$ cat src/rtl/i2c_eep_pkg.sv
package i2c_eep_pkg;
  typedef enum logic [2:0] {ST_IDLE, ST_RX, ST_RXACK, ST_TX, ST_TXACK} state_e;
  typedef enum logic [1:0] {PH_DEV, PH_AHI, PH_ALO, PH_DATA} phase_e;
  localparam logic [3:0] DEV_PREFIX = 4'b1010;
endpackage

$ cat src/rtl/i2c_eep_bus_sync.sv
module i2c_eep_bus_sync #(
  parameter int STAGES = 2
) (
  input  logic clk_i,
  input  logic rst_ni,
  input  logic scl_i,
  input  logic sda_i,
  output logic scl_o,
  output logic sda_o,
  output logic scl_rise_o,
  output logic scl_fall_o,
  output logic start_o,
  output logic stop_o
);
  logic [STAGES-1:0] scl_ff, sda_ff;
  logic scl_p, sda_p;

  generate
    if (STAGES == 1) begin : g_one
      always_ff @(posedge clk_i or negedge rst_ni)
        if (!rst_ni) begin
          scl_ff <= '1;
          sda_ff <= '1;
        end else begin
          scl_ff <= scl_i;
          sda_ff <= sda_i;
        end
    end else begin : g_chain
      always_ff @(posedge clk_i or negedge rst_ni)
        if (!rst_ni) begin
          scl_ff <= '1;
          sda_ff <= '1;
        end else begin
          scl_ff <= {scl_ff[STAGES-2:0], scl_i};
          sda_ff <= {sda_ff[STAGES-2:0], sda_i};
        end
    end
  endgenerate

  always_ff @(posedge clk_i or negedge rst_ni)
    if (!rst_ni) begin
      scl_p <= 1'b1;
      sda_p <= 1'b1;
    end else begin
      scl_p <= scl_o;
      sda_p <= sda_o;
    end

  assign scl_o      = scl_ff[STAGES-1];
  assign sda_o      = sda_ff[STAGES-1];
  assign scl_rise_o = scl_o & ~scl_p;
  assign scl_fall_o = ~scl_o & scl_p;
  assign start_o    = scl_o & scl_p & sda_p & ~sda_o;
  assign stop_o     = scl_o & scl_p & ~sda_p & sda_o;
endmodule

$ cat src/rtl/i2c_eep_addr_ctr.sv
module i2c_eep_addr_ctr #(
  parameter int ADDR_W = 16,
  parameter int PAGE_W = 7
) (
  input  logic              clk_i,
  input  logic              rst_ni,
  input  logic              load_i,
  input  logic [ADDR_W-1:0] load_val_i,
  input  logic              inc_i,
  input  logic              page_inc_i,
  output logic [ADDR_W-1:0] addr_o
);
  logic [ADDR_W-1:0] cnt_q;

  always_ff @(posedge clk_i or negedge rst_ni)
    if (!rst_ni)          cnt_q <= '0;
    else if (load_i)      cnt_q <= load_val_i;
    else if (inc_i)       cnt_q <= cnt_q + 1'b1;
    else if (page_inc_i)  cnt_q <= {cnt_q[ADDR_W-1:PAGE_W], cnt_q[PAGE_W-1:0] + 1'b1};

  assign addr_o = cnt_q;
endmodule

$ cat src/rtl/i2c_eeprom_target.sv
module i2c_eeprom_target
  import i2c_eep_pkg::*;
#(
  parameter int ADDR_W      = 16,
  parameter int PAGE_W      = 7,
  parameter int SYNC_STAGES = 2
) (
  input  logic              clk_i,
  input  logic              rst_ni,
  input  logic              scl_i,
  input  logic              sda_i,
  input  logic [2:0]        cs_i,
  input  logic              busy_i,
  input  logic [7:0]        mem_rdata_i,
  output logic              sda_oe_o,
  output logic [ADDR_W-1:0] mem_addr_o,
  output logic [7:0]        mem_wdata_o,
  output logic              mem_we_o,
  output logic              stop_o
);
  localparam int HI_W = ADDR_W - 8;

  logic scl_s, sda_s, scl_rise, scl_fall, bus_start, bus_stop;
  state_e st_q;
  phase_e ph_q;
  logic [3:0] cnt_q;
  logic [7:0] rx_q;
  logic [6:0] tx_q;
  logic [HI_W-1:0] ahi_q;
  logic rd_q, mack_q, wr_pend_q, oe_q, we_q, stop_q;
  logic [7:0] wdata_q;
  logic byte_done, ack_done, tx_load, ctr_load, ctr_page;

  i2c_eep_bus_sync #(.STAGES(SYNC_STAGES)) u_sync (
    .clk_i, .rst_ni, .scl_i, .sda_i,
    .scl_o(scl_s), .sda_o(sda_s),
    .scl_rise_o(scl_rise), .scl_fall_o(scl_fall),
    .start_o(bus_start), .stop_o(bus_stop)
  );

  assign byte_done = !bus_start && !bus_stop && st_q == ST_RX && scl_fall && cnt_q == 4'd8;
  assign ack_done  = !bus_start && !bus_stop && st_q == ST_RXACK && scl_fall;
  assign ctr_load  = byte_done && ph_q == PH_ALO;
  assign ctr_page  = ack_done && ph_q == PH_DATA;
  assign tx_load   = (ack_done && ph_q == PH_DEV && rd_q) ||
                     (!bus_start && !bus_stop && st_q == ST_TXACK && scl_fall && mack_q);

  i2c_eep_addr_ctr #(.ADDR_W(ADDR_W), .PAGE_W(PAGE_W)) u_ctr (
    .clk_i, .rst_ni,
    .load_i(ctr_load), .load_val_i({ahi_q, rx_q}),
    .inc_i(tx_load), .page_inc_i(ctr_page),
    .addr_o(mem_addr_o)
  );

  always_ff @(posedge clk_i or negedge rst_ni)
    if (!rst_ni) begin
      st_q <= ST_IDLE;  ph_q <= PH_DEV;  cnt_q <= '0;
      rx_q <= '0;  tx_q <= '0;  ahi_q <= '0;
      rd_q <= 1'b0;  mack_q <= 1'b0;  wr_pend_q <= 1'b0;
      oe_q <= 1'b0;  we_q <= 1'b0;  stop_q <= 1'b0;  wdata_q <= '0;
    end else begin
      we_q   <= 1'b0;
      stop_q <= 1'b0;
      if (bus_start) begin
        st_q <= ST_RX;  ph_q <= PH_DEV;  cnt_q <= '0;
        oe_q <= 1'b0;   wr_pend_q <= 1'b0;
      end else if (bus_stop) begin
        st_q <= ST_IDLE;  oe_q <= 1'b0;
        stop_q <= wr_pend_q;  wr_pend_q <= 1'b0;
      end else begin
        unique case (st_q)
          ST_RX: begin
            if (scl_rise) begin
              rx_q  <= {rx_q[6:0], sda_s};
              cnt_q <= cnt_q + 1'b1;
            end else if (byte_done) begin
              st_q <= ST_RXACK;
              oe_q <= 1'b1;
              unique case (ph_q)
                PH_DEV: begin
                  rd_q <= rx_q[0];
                  if (rx_q[7:1] != {DEV_PREFIX, cs_i} || busy_i) begin
                    st_q <= ST_IDLE;
                    oe_q <= 1'b0;
                  end
                end
                PH_AHI: ahi_q <= rx_q[HI_W-1:0];
                PH_ALO: ;
                PH_DATA: begin
                  we_q      <= 1'b1;
                  wdata_q   <= rx_q;
                  wr_pend_q <= 1'b1;
                end
                default: ;
              endcase
            end
          end
          ST_RXACK: if (scl_fall) begin
            cnt_q <= '0;
            if (ph_q == PH_DEV && rd_q) begin
              st_q <= ST_TX;
              tx_q <= mem_rdata_i[6:0];
              oe_q <= ~mem_rdata_i[7];
            end else begin
              st_q <= ST_RX;
              oe_q <= 1'b0;
              ph_q <= (ph_q == PH_DEV) ? PH_AHI :
                      (ph_q == PH_AHI) ? PH_ALO : PH_DATA;
            end
          end
          ST_TX: if (scl_fall) begin
            if (cnt_q == 4'd7) begin
              st_q <= ST_TXACK;
              oe_q <= 1'b0;   // release for master acknowledge
            end else begin
              oe_q  <= ~tx_q[6];
              tx_q  <= {tx_q[5:0], 1'b0};
              cnt_q <= cnt_q + 1'b1;
            end
          end
          ST_TXACK: begin
            if (scl_rise) mack_q <= ~sda_s;
            else if (scl_fall) begin
              cnt_q <= '0;
              if (mack_q) begin
                st_q <= ST_TX;
                tx_q <= mem_rdata_i[6:0];
                oe_q <= ~mem_rdata_i[7];
              end else begin
                st_q <= ST_IDLE;
              end
            end
          end
          default: ;
        endcase
      end
    end

  assign sda_oe_o    = oe_q;
  assign mem_we_o    = we_q;
  assign mem_wdata_o = wdata_q;
  assign stop_o      = stop_q;
endmodule

$ cat config.mk
export PLATFORM = sky130hd
export DESIGN_NAME = i2c_eeprom_target
export DESIGN_NICKNAME = d
export VERILOG_FILES = /design/src/rtl/i2c_eep_pkg.sv /design/src/rtl/i2c_eep_bus_sync.sv /design/src/rtl/i2c_eep_addr_ctr.sv /design/src/rtl/i2c_eeprom_target.sv
export SDC_FILE = /design/constraint.sdc
export NUM_CORES = 1
export LEC_CHECK = 0
export CAP_MARGIN = 10
export CORE_ASPECT_RATIO = 1.5
export CORE_UTILIZATION = 39
export CTS_CLUSTER_SIZE = 28
export DETAILED_ROUTE_END_ITERATION = 6
export HOLD_SLACK_MARGIN = 0.03
export SKIP_LAST_GASP = 1
export SLEW_MARGIN = 20
export SYNTH_ARGS = -nofsm -noshare
export SYNTH_HDL_FRONTEND = slang
export SYNTH_HIERARCHICAL = 1
export SYNTH_SLANG_ARGS = --single-unit
$ cat constraint.sdc
create_clock -name clk_i -period 2.9 [get_ports clk_i]
set_clock_uncertainty 0.2 [all_clocks]
set_input_delay 0.87 -clock clk_i [delete_from_list [all_inputs] [get_ports clk_i]]
set_output_delay 0.87 -clock clk_i [all_outputs]
set_load 0.05 [all_outputs]
======== After elaboration in Yosys (flattened, before gate mapping) ========
Cells that the tools add are included.
storage, ports and cells
  flip-flop bits (word level) ............. 68
  bits of input ports ..................... 16
  output and inout port bits .............. 27
cells by class
  bitwise gates (word level) .............. 16
  equal/unequal tests ..................... 32
  reduce and logical (&&, ||, !) cells .... 40
  mux-type cells .......................... 68
  add/sub/neg operators ................... 3
operator list
  kind                   number
  $mux 7                 8
  $mux 16                2
  $ne 4x4->1 const B     8
  $mux 1                 28
  $mux 4                 7
  $mux 3                 9
  $reduce_and 6->1       4
  $pmux 7 s3             1
  $mux 2                 10
  $add 16x1->16 const B  1
  $ne 2x2->1 const B     8
  $pmux 4 s4             1
  $reduce_and 4->1       4
  $reduce_and 8->1       2
  $reduce_bool 3->1      5
  $logic_and 1x1->1      14
  $ne 3x3->1 const B     4
  $pmux 3 s4             1
  $reduce_and 10->1      1
  $not 1->1              9
  $add 7x1->7 const B    1
  $and 1x1->1            7
  $ne 7x7->1             1
  $eq 3x2->1 const B     2
  other kinds (16)       21

======== Depth between registers and ports, before layout ========
Gate-level depths: netlist (run 1).
  depth after elaboration ................. 13
  gate-level depth with buffers ........... 9

======== Hierarchy ========
The synthesis (run 1) kept the hierarchy.
modules (own cells, without submodules)
  module             sequential area each (µm²)  cells an instance  times used  area each (µm²)
  i2c_eeprom_target  1,151.1                     211                1           2,263.4
  i2c_eep_addr_ctr   400.4                       97                 1           927.1
  i2c_eep_bus_sync   157.7                       10                 1           190.2

======== Worst setup path after synthesis (run 1) ========
OpenSTA, ideal clock, no wires.
  kind .................................... register -> register
  from .................................... register u_sync.sda_ff[1]
  to ...................................... register u_ctr.cnt_q[12], in the netlist u_ctr/addr_o[12]
  setup time .............................. 0.125 ns
  buffers on the path ..................... 2
  data arrival time ....................... 2.681 ns
  slack ................................... -0.106 ns
  cell stages (with the launch flop) ...... 10
  period minus slack after synthesis ...... 3.006 ns
  cells stage by stage .................... dfstp_2 and4b_1 clkbuf_1 or2_2 clkbuf_1 nor3_1 nand3_2 nor4_2 xor2_1 mux2_2
between the ends
  word-level cells in the longest chain between the ends .. 10
RTL lines
  item                            line                                              text
  start, declared                 i2c_eep_bus_sync.sv:15                            logic [STAGES-1:0] scl_ff, sda_ff;
  start signal, assigned          i2c_eep_bus_sync.sv:35                            sda_ff <= {sda_ff[STAGES-2:0], sda_i};
  $not 1->1 *                     i2c_eep_bus_sync.sv:53                            assign start_o = scl_o & scl_p & sda_p & ~sda_o;
  $and 1x1->1 *                   i2c_eep_bus_sync.sv:53
  via bus_start                   i2c_eeprom_target.sv:23                           logic scl_s, sda_s, scl_rise, scl_fall, bus_start, bus_stop;
  $logic_not 1->1 *               i2c_eeprom_target.sv:42, i2c_eeprom_target.sv:46
  $logic_and 1x1->1 *             i2c_eeprom_target.sv:42, i2c_eeprom_target.sv:46
  $logic_and 1x1->1 (2 in a row)  i2c_eeprom_target.sv:42                           assign ack_done = !bus_start && !bus_stop && st_q == ST_RXACK && scl_fall;
  $logic_and 1x1->1 (2 in a row)  i2c_eeprom_target.sv:45                           assign tx_load = (ack_done && ph_q == PH_DEV && rd_q) ||
  $logic_or 1x1->1 *              i2c_eeprom_target.sv:45
  via tx_load                     i2c_eeprom_target.sv:32                           logic byte_done, ack_done, tx_load, ctr_load, ctr_page;
  $reduce_bool 2->1 (no line) *   --
  end signal, assigned            i2c_eep_addr_ctr.sv:17                            else if (load_i) cnt_q <= load_val_i;
  end signal, assigned            i2c_eep_addr_ctr.sv:18                            else if (inc_i) cnt_q <= cnt_q + 1'b1;
  end signal, assigned            i2c_eep_addr_ctr.sv:19                            else if (page_inc_i) cnt_q <= {cnt_q[ADDR_W-1:PAGE_W], cnt_q[PAGE_W-1:0] + 1'b1};
  end, declared                   i2c_eep_addr_ctr.sv:13                            logic [ADDR_W-1:0] cnt_q;
The timed path passes the listed nets; every way through them passes the cells marked *.
A chain may end at the register's enable or synchronous reset.

======== Worst setup path after layout (run 1) ========
  from .................................... register u_ctr.cnt_q[3], in the netlist u_ctr/addr_o[3]
  to ...................................... output port mem_addr_o[3]
RTL lines
  item           line                     text
  end, declared  i2c_eeprom_target.sv:16  output logic [ADDR_W-1:0] mem_addr_o,
No word-level cell between the ends.

==> impl_metrics.tcl, run 1 <==
set metrics [dict create \
    clk_latency_ns 0.33 \
    p_seq_frac 0.416 \
    pwr-share-clk 0.351 \
    clk_path_buf_depth 2 \
    synth_seq_cells 68 \
    cp_slowest_cell "clkdlybuf4s50_1" \
    dr.pass1.iters 4 \
    stdcell_area_um2 4330 \
    grt_util_all_layers 0.198 \
    diodes 0 \
    area.sequential_um2 1710 \
    via_count 2595 \
    synth_edf_count 0 \
    htree_levels 3 \
    grt_max_degree 27 \
    swShare 0.313 \
    grt_pass1_vias 2671 \
    crit_path_max_incr_delay_ns 0.86 \
    design_power_total_mw 3.08 \
    report.final.slew_viol_count 0 \
    setup_viol 0 \
    reg2reg_slack_ns 0.22 \
    r2r_end "u_ctr/addr_o[5]$_DFFE_PN0P_" \
    path_clk_slew_ns 0.05 \
    drt_iter0_drc 191 \
    combPwrFrac 0.233 \
    setup_tns_ns 0 \
    die-area_um2 9050 \
    final_common_cell "dfrtp_1" \
    vias_per_cell 5.31 \
    place.port_buffers 42 \
    dp.final_hpwl_um 5920 \
    syn2layout_area_growth_pct 28.1 \
    switchingPower_uw 964 \
    drv_cap 0 \
    cts_buffers 9 \
    holdCritStartpoint "u_sync/sda_ff[0]$_DFF_PN1_" \
    drive_above_1_share 0.220 \
    ys_types 48 \
    syn_avg_cell_area_um2 10.6 \
    final_cell_mix "62 x dfrtp_1, 41 x clkdlybuf4s50_1, 30 x nand2_1" \
    cts_tree "built" \
    start_kind "flop" \
    antenna_left 0 \
    timing.fmax_mhz 361 \
    endpoint_kind "primary output" \
    status "finished clean" \
    fp.dieW_um 78.0 \
    syn_area_um2 3380 \
    synth_nets 337 \
    gp_congestion 0.829 \
    grt_pass1_wl_um 13400 \
    dieHeight_um 116 \
    postLayoutCoreUtil 0.515 \
    power_per_cell_area_nw_per_um2 711 \
    r2r_start "u_sync/sda_p$_DFF_PN1_" \
    crit_chain "clkdlybuf4s50_1" \
    yosysSeqAreaShare 0.506 \
    startpoint "u_ctr/addr_o[3]$_DFFE_PN0P_" \
    initial_core_util 0.402 \
    placed_area_um2 4030 \
    final.period_utilization 0.954 \
    rows 41 \
    wl_per_cell_um 16.5 \
    cts-resized-gates 0 \
    worst_slew_pin_slew_ns 0.856 \
    crit_arrival_ns 1.70 \
    critPathCapture "mem_addr_o[3]" \
    critical_path_class "flop to primary output" \
    synth_warnings 6 \
    clock_sinks 68 \
    period_needed_ns 2.77 \
    synth_ff_type "dfrtp_1" \
    routed_wl_um 8070 \
    irDropWorstVdd_uv 422 \
    r2r_cells 7 \
    drcViolationCount 0 \
    required_ns 1.83 \
    hold_class "flop to flop" \
    crit_buf_inv 1 \
    cp_top_family "buffers and inverters" \
    cp.depth 1 \
    rsz0062_at_grt "no" \
    cts_setup_buffers 0 \
    intPower_mw 2.11 \
    grt-ovfl-total 0 \
    cts-root-buf "clkbuf_16" \
    hold_viol 0 \
    synth_cells 318 \
    multi_input_area_um2 1600 \
    io_pins 43 \
    coreArea_um2 8410 \
    hold_buffers 0 \
    leakagePower_nw 1.83 \
    grt_antenna_before_repair 0 \
    nets 396 \
    fill_cells 792 \
    cp_max_fo 5 \
    async_flop_share 1.00 \
    slew_headroom 0.428 \
]
through the flow:
step | hold slack, ns | std cells | setup slack [ns]
finish | 0.157 | 489 | 0.132
floorplan | 0.145 | 318 | 0.0407
global route | 0.159 | 489 | 0.0353
detailed placement | 0.151 | 473 | 0.186
CTS | 0.158 | 489 | 0.120
global placement | 0.146 | 473 | 0.198
synth_stat cells, types with 2 or more instances:
library cell  count  area share
a21oi_1          17       0.025
a31oi_1           4      0.0074
and4b_1           3      0.0089
clkbuf_1         10       0.011
dfrtp_1          62        0.46
dfstp_2           6       0.047
ha_1              3       0.011
inv_1             8      0.0089
mux2_2           26       0.087
mux2i_1           6       0.018
nand2_1          30       0.033
nand2b_1          3      0.0056
nand3_1           7       0.010
nand3_2           3      0.0089
nand3b_1          4      0.0089
nand4_1           4      0.0074
nand4b_1          2      0.0052
nor2_1           27       0.030
nor2b_1           4      0.0074
nor3_1           11       0.016
nor3b_1           4      0.0089
nor4_2            6       0.022
o21ai_0          19       0.028
o21ai_1           6      0.0089
o31ai_1           2      0.0044
or3_1             2      0.0037
or3b_2            2      0.0052
xnor2_1          12       0.031
xor2_1            6       0.016
cell families (layout without fill, tap and decap cells):
logic type | count (synthesis) | count (layout) | synth area share
xor+xnor | 18 | 18 | 0.0466
compound gates | 56 | 56 | 0.0925
fa+ha+maj | 3 | 3 | 0.0111
buf+inv | 20 | 84 | 0.0248
simple gates | 121 | 121 | 0.215
mux | 32 | 32 | 0.104
flops | 68 | 68 | 0.506
sequential cells by signal, summed over array words and instances (netlist names):
| register | flops |
|---|---|
| u_sync/scl_ff | 2 |
| ph_q | 2 |
| mack_q | 1 |
| cnt_q | 4 |
| ahi_q | 8 |
| wr_pend_q | 1 |
| u_ctr/addr_o | 16 |
| rd_q | 1 |
| tx_q | 7 |
| u_sync/sda_p | 1 |
| u_sync/scl_p | 1 |
| stop_o | 1 |
| st_q | 3 |
| u_sync/sda_ff | 2 |
| mem_we_o | 1 |
| mem_wdata_o | 8 |
| rx_q | 8 |
| sda_oe_o | 1 |
layer usage:
metal,global-route usage,share of wire
met1,0.220,0.40
met2,0.360,0.55
met3,0.0449,0.027
met4,0.0852,0.018
met5,0,0
power by group through the flow:
stage / clock network [mW] / logic, mW / registers, mW
2_1_floorplan: 0 / 0.466 / 1.28
3_3_place_gp: 0 / 0.705 / 1.29
3_5_place_dp: 0 / 0.721 / 1.30
4_1_cts: 1.11 / 0.724 / 1.28
5_1_grt: 1.15 / 0.806 / 1.30
6_report: 1.08 / 0.717 / 1.28
cell type report:
type                            count  share of cell area
Clock buffer                       12              0.0569
Clock inverter                      4              0.0116
Inverter                            8             0.00693
Multi-Input combinational cell    230               0.369
Sequential cell                    68               0.395
Tap cell                          107              0.0309
Timing Repair Buffer               60               0.130
worst min-delay path by stage:
stage / to / slack (ns) / cells past startpoint
global placement: u_sync/scl_ff[1]$_DFF_PN1_ / 0.15 / 0
finish: u_sync/sda_ff[1]$_DFF_PN1_ / 0.16 / 0
detailed placement: u_sync/scl_ff[1]$_DFF_PN1_ / 0.15 / 0
floorplan: u_sync/scl_ff[1]$_DFF_PN1_ / 0.15 / 0
CTS: u_sync/scl_ff[1]$_DFF_PN1_ / 0.16 / 0
global route: u_sync/scl_ff[1]$_DFF_PN1_ / 0.16 / 0
(Power assumes the default switching activity.)
==> run 2, diff against run 1 <==
--- a/config.mk
+++ b/config.mk
@@ -8,6 +8,7 @@
 export CAP_MARGIN = 10
 export CORE_ASPECT_RATIO = 1.5
 export CORE_UTILIZATION = 39
+export CTS_CLUSTER_DIAMETER = 120
 export CTS_CLUSTER_SIZE = 28
 export DETAILED_ROUTE_END_ITERATION = 6
 export HOLD_SLACK_MARGIN = 0.03
==> results of run 2 <==
No change in the layout: final DEF, timing and power equal those of run 1.
==> run 3, diff against run 2 <==
--- a/config.mk
+++ b/config.mk
@@ -8,7 +8,6 @@
 export CAP_MARGIN = 10
 export CORE_ASPECT_RATIO = 1.5
 export CORE_UTILIZATION = 39
-export CTS_CLUSTER_DIAMETER = 120
 export CTS_CLUSTER_SIZE = 28
 export DETAILED_ROUTE_END_ITERATION = 6
 export HOLD_SLACK_MARGIN = 0.03
==> results of run 3 <==
No change in the layout: final DEF, timing and power equal those of run 1.
